<file path="config.mk">
export PLATFORM = sky130hd
export DESIGN_NAME = flash_ctl_reg
export DESIGN_NICKNAME = d
export VERILOG_FILES = /design/src/rtl/flash_ctl_pkg.sv /design/src/rtl/flash_ctl_decode.sv /design/src/rtl/flash_ctl_clrbit.sv /design/src/rtl/flash_ctl_sticky.sv /design/src/rtl/flash_ctl_reg.sv
export SDC_FILE = /design/constraint.sdc
export NUM_CORES = 1
export LEC_CHECK = 0
export ABC_AREA = 1
export CORE_AREA = 2 2 39 41
export CTS_CLUSTER_DIAMETER = 60
export DETAILED_ROUTE_END_ITERATION = 10
export DIE_AREA = 0 0 41 43
export DONT_BUFFER_PORTS = 1
export GPL_ROUTABILITY_DRIVEN = 0
export PLACE_DENSITY_LB_ADDON = 0.2
export SYNTH_ARGS = -nofsm -noshare
export SYNTH_HDL_FRONTEND = slang
export SYNTH_HIERARCHICAL = 1
export SYNTH_SLANG_ARGS = --single-unit
</file>
<file path="constraint.sdc">
create_clock -name clk -period 0.89 [get_ports clk]
set_clock_uncertainty 0.2 [all_clocks]
set_input_delay 0.089 -clock clk [delete_from_list [all_inputs] [get_ports clk]]
set_output_delay 0.089 -clock clk [all_outputs]
set_load 0.005 [all_outputs]
</file>
<file path="src/rtl/flash_ctl_pkg.sv">
package flash_ctl_pkg;
   // Field positions the core's software decodes
   localparam int BIT_PROG   = 0;
   localparam int BIT_ERASE  = 1;
   localparam int BIT_SECURE = 6;
   localparam int BIT_BOOT   = 7;
   localparam int SFR_W      = 8;
   typedef logic [SFR_W-1:0] sfr_byte_t;
endpackage

</file>
<file path="src/rtl/flash_ctl_decode.sv">
module flash_ctl_decode #(
   parameter int ADDR_W = 8,
   parameter logic [ADDR_W-1:0] REG_ADDR = '0
) (
   input  logic [ADDR_W-1:0] sfr_addr,
   input  logic              sfr_wr,
   input  logic              sfr_rd,
   output logic              hit_wr,
   output logic              hit_rd
);
   logic sel;
   assign sel    = (sfr_addr == REG_ADDR);
   assign hit_wr = sfr_wr && sel;
   assign hit_rd = sfr_rd && sel;
endmodule

</file>
<file path="src/rtl/flash_ctl_clrbit.sv">
module flash_ctl_clrbit (
   input  logic clk,
   input  logic rst_n,
   input  logic wr_stb,
   input  logic wr_allow,
   input  logic wr_val,
   input  logic clr_pulse,
   output logic q
);
   always_ff @(posedge clk) begin
      if (!rst_n)                q <= 1'b0;
      else if (clr_pulse)        q <= 1'b0;
      else if (wr_stb && wr_allow) q <= wr_val;
   end

   // a completion pulse always leaves the bit cleared
   clr_wins_chk: assert property (@(posedge clk) disable iff (!rst_n)
      clr_pulse |=> !q);

   // a blocked write does not move the bit
   blocked_hold_chk: assert property (@(posedge clk) disable iff (!rst_n)
      (!clr_pulse && !(wr_stb && wr_allow)) |=> $stable(q));
endmodule

</file>
<file path="src/rtl/flash_ctl_sticky.sv">
module flash_ctl_sticky (
   input  logic clk,
   input  logic rst_n,
   input  logic set_stb,
   output logic q
);
   always_ff @(posedge clk) begin
      if (!rst_n)       q <= 1'b0;
      else if (set_stb) q <= 1'b1;
   end


   sticky_hold_chk: assert property (@(posedge clk) disable iff (!rst_n)
      q |=> q);
endmodule

</file>
<file path="src/rtl/flash_ctl_reg.sv">
module flash_ctl_reg
   import flash_ctl_pkg::*;
#(
   parameter int ADDR_W = 8,
   parameter logic [ADDR_W-1:0] REG_ADDR = ADDR_W'(8'hB2),
   parameter bit ERASE_AUTO_CLEAR = 1'b1
) (
   input  logic              clk,
   input  logic              rst_n,
   input  logic [ADDR_W-1:0] sfr_addr,
   input  logic              sfr_wr,
   input  logic              sfr_rd,
   input  logic [7:0]        sfr_wdata,
   output logic [7:0]        sfr_rdata,
   input  logic              irq_global_en,
   input  logic              byte_done,
   input  logic              erase_done,
   input  logic              boot_busy,
   output logic              prog_en,
   output logic              erase_arm,
   output logic              secure
);
   generate
      if (ADDR_W < 1 || ADDR_W > 16) begin : g_bad_addr
         $error("flash_ctl_reg: ADDR_W out of range");
      end
      if (SFR_W != 8) begin : g_bad_width
         $error("flash_ctl_reg: register must be one byte");
      end
   endgenerate

   logic hit_wr, hit_rd;
   logic erase_clr;
   logic unused_wbits;

   assign unused_wbits = ^{sfr_wdata[7], sfr_wdata[5:2]};

   flash_ctl_decode #(.ADDR_W(ADDR_W), .REG_ADDR(REG_ADDR)) u_dec (
      .sfr_addr(sfr_addr), .sfr_wr(sfr_wr), .sfr_rd(sfr_rd),
      .hit_wr(hit_wr), .hit_rd(hit_rd));

   flash_ctl_clrbit u_prog (
      .clk(clk), .rst_n(rst_n), .wr_stb(hit_wr), .wr_allow(!irq_global_en),
      .wr_val(sfr_wdata[BIT_PROG]), .clr_pulse(byte_done), .q(prog_en));

   generate
      if (ERASE_AUTO_CLEAR) begin : g_erase_autoclr
         assign erase_clr = erase_done;
      end else begin : g_erase_manual
         logic unused_done;
         assign unused_done = erase_done;
         assign erase_clr   = 1'b0;
      end
   endgenerate

   flash_ctl_clrbit u_erase (
      .clk(clk), .rst_n(rst_n), .wr_stb(hit_wr), .wr_allow(1'b1),
      .wr_val(sfr_wdata[BIT_ERASE]), .clr_pulse(erase_clr), .q(erase_arm));

   flash_ctl_sticky u_sec (
      .clk(clk), .rst_n(rst_n), .set_stb(hit_wr && sfr_wdata[BIT_SECURE]),
      .q(secure));

   always_comb begin
      sfr_rdata = '0;
      if (hit_rd) begin
         sfr_rdata[BIT_BOOT]   = boot_busy;
         sfr_rdata[BIT_SECURE] = secure;
         sfr_rdata[BIT_PROG]   = prog_en;
      end
   end

   // the write-only arm bit never appears on readback
   erase_hidden_chk: assert property (@(posedge clk) disable iff (!rst_n)
      erase_arm |-> !sfr_rdata[BIT_ERASE]);

   // reserved bits read zero
   reserved_zero_chk: assert property (@(posedge clk) disable iff (!rst_n)
      sfr_rdata[5:2] == 4'b0000);

   // program enable only rises after a decoded write
   prog_rise_chk: assert property (@(posedge clk) disable iff (!rst_n)
      $rose(prog_en) |-> $past(hit_wr && !irq_global_en));
endmodule

</file>
==> impl_metrics.env <==
export IMPL_outcome="complete, but fails checks"
export IMPL_violations="negative hold slack, negative setup slack"
export IMPL_antenna_found_initial=0
export IMPL_io_pins=35
export IMPL_grtUsageMet1_pct=7.99
export IMPL_setup_viol=5
export IMPL_grt_busiest_layer="met4"
export IMPL_die_w_um=41
export IMPL_combPwrFrac_pct=12.8
export IMPL_grt_pass1_wl_um=883
export IMPL_endpoint_kind="output port"
export IMPL_wl_per_cell_um=7.22
export IMPL_die_area_um2=1760
export IMPL_whs_path_depth=3
export IMPL_final_cells=78
export IMPL_setup_tns_ns=-0.293
export IMPL_netlist_area_um2=272
export IMPL_cp_cell_sequence="nand2_2, inv_2"
export IMPL_rr_startpoint="u_prog/q"
export IMPL_rows=14
export IMPL_ctsHoldBuffers=4
export IMPL_antenna_left=0
export IMPL_core_area_um2=1380
export IMPL_viasPerCell=3.55
export IMPL_max_freq_mhz=1020
export IMPL_area_delta_synth_final_pct=53.5
export IMPL_crit_path_start_kind="flip-flop"
export IMPL_clock_sinks=3
export IMPL_hold_path_end="u_prog/q"
export IMPL_cts_buffers=3
export IMPL_grt_overflow_total=0
export IMPL_crit_buf_inv=1
export IMPL_p_switching_uw=93.8
export IMPL_leakagePower_uw=0.000251
export IMPL_drv_cap=0
export IMPL_rsz0062_at_grt="yes"
export IMPL_ys_warn_count=6
export IMPL_crit_slowest_cell="dfxtp_4"
export IMPL_r2r_setup_slack_ns=0.08
export IMPL_start_util_pct=19.6
export IMPL_arrival_ns=0.69
export IMPL_clock_path_buffers=2
export IMPL_drc=0
export IMPL_synth_seq_area_share_pct=22.1
export IMPL_clkLatencyLatePin_ns=0.23
export IMPL_drv_slew=0
export IMPL_period_share_pct=110
export IMPL_final_cell_mix="nand2_1 (11), inv_1 (11), conb_1 (6), nor2_1 (6)"
export IMPL_ff2ff_path_depth=4
export IMPL_multiInputGateArea_um2=159
export IMPL_irDropWorstVdd_v=0.000493
export IMPL_min_path_type="primary input to flip-flop"
export IMPL_ys_types=7
export IMPL_grt_pass1_vias=247
export IMPL_first_pass_iters=1
export IMPL_synthCells=53
export IMPL_r2r_end="u_prog/q"
export IMPL_whs_ns=-0.203
export IMPL_nFillCells=163
export IMPL_htreeDepth=1
export IMPL_grt_total_usage_pct=8.22
export IMPL_synthTopCellsByArea="dfxtp_1 (22%), inv_1 (22%), nand2_1 (21%)"
export IMPL_clockRootBuffer="clkbuf_4"
export IMPL_antenna_cells=0
export IMPL_synth_seq_cells=3
export IMPL_hold_violations=3
export IMPL_die_h_um=43
export IMPL_vias=277
export IMPL_postSynthAreaPerCell_um2=5.12
export IMPL_critical_path_max_stage_delay_ns=0.35
export IMPL_cp_required_ns=0.60
export IMPL_cts_tree="done"
export IMPL_first_iter_violations=0
export IMPL_crit_family="flip-flops"
export IMPL_clock_power_share_pct=55.8
export IMPL_critPathKind="flip-flop to output port"
export IMPL_path_max_fanout=3
export IMPL_met2_usage_pct=10.6
export IMPL_switching_share_pct=22.2
export IMPL_synth_top_area_share_pct=22.1
export IMPL_nets=87
export IMPL_drive_gt1_share_pct=37.1
export IMPL_io_buffers=0
export IMPL_regArea_um2=66.3
export IMPL_min_period_ns=0.976
export IMPL_seqPwrFrac_pct=31.3
export IMPL_use_met3_pct=2.62
export IMPL_timing_final_ws_setup_ns=-0.0858
export IMPL_clk_pin_slew_ns=0.04
export IMPL_post_cts_buffers=0
export IMPL_p_int_uw=329
export IMPL_grt_max_degree=4
export IMPL_dp_cells=70
export IMPL_min_delay_start="byte_done"
export IMPL_synth_area_leader_cell="dfxtp_1"
export IMPL_power_density_nw_per_um2=1010
export IMPL_wl_um=563
## final cells by class
class,count,area share [%]
clock buffers,4,6.31
repair buffers,6,16.2
flip-flops and latches,3,15.9
well taps,16,4.80
multi-input cells,33,38.1
inverters,16,18.6
## repair_timing
action                                  CTS  global route
hold endpoints to repair                  3             2
gates resized for setup                  18             4
pin swaps                                 6             4
endpoints found under the setup margin    6             8
## synthesized netlist by cell type
cell     instances
nand2_1         15
conb_1           2
dfxtp_1          3
nor2_1          10
inv_1           16
buf_4            5
nor2_2           2
## worst max path at each step
stage                start           end  depth (start not counted)
6_report           u_sec/q  sfr_rdata[6]                          2
4_1_cts            u_sec/q  sfr_rdata[6]                          2
3_3_place_gp   sfr_addr[6]     u_erase/q                          8
2_1_floorplan  sfr_addr[0]      u_prog/q                          8
5_1_grt            u_sec/q  sfr_rdata[6]                          2
3_5_place_dp   sfr_addr[0]     u_erase/q                          8
## per-layer routing
metal	vias up	routed length, µm
li1	147	-
met2	19	298
met5	-	0
met3	2	76
met4	0	8
met1	109	179
## power by group through the flow
stage | clock (µW) | combinational [µW] | sequential (µW)
after global placement | 0 | 29.4 | 137
after floorplan | 0 | 42.8 | 137
after detailed placement | 0 | 28.9 | 137
after CTS | 252 | 51.2 | 135
final | 236 | 54.2 | 132
after global routing | 271 | 62.8 | 132
## per-stage QoR
stage	total power, µW	util [%]	setup WS (ns)	cell area, µm²
6_report	423	30.1	-0.0858	417
5_1_grt	465	30.1	-0.137	417
4_1_cts	439	29.2	-0.110	404
3_5_place_dp	166	21.6	-0.137	299
3_3_place_gp	167	21.6	-0.115	299
2_1_floorplan	180	-	-0.0310	302
## registers in the layout, summed over array words and instances (netlist names)
name and cells:
u_erase/q 1, u_prog/q 1, u_sec/q 1
## cells by family (layout without fill, tap and decap cells)
group | after synthesis | in the layout | synth area share [%]
buf+inv | 21 | 26 | 35.9
simple gates | 27 | 27 | 39.2
other cells | 2 | 6 | 2.77
flops | 3 | 3 | 22.1
## worst reg2reg max path: stages, from the launching register on
cell,delay [ns]
dfxtp_2,0.33
inv_1,0.04
nand2_1,0.05
nand2_1,0.04
nor2_1,0.07
Power figures use the tool's default switching activity.
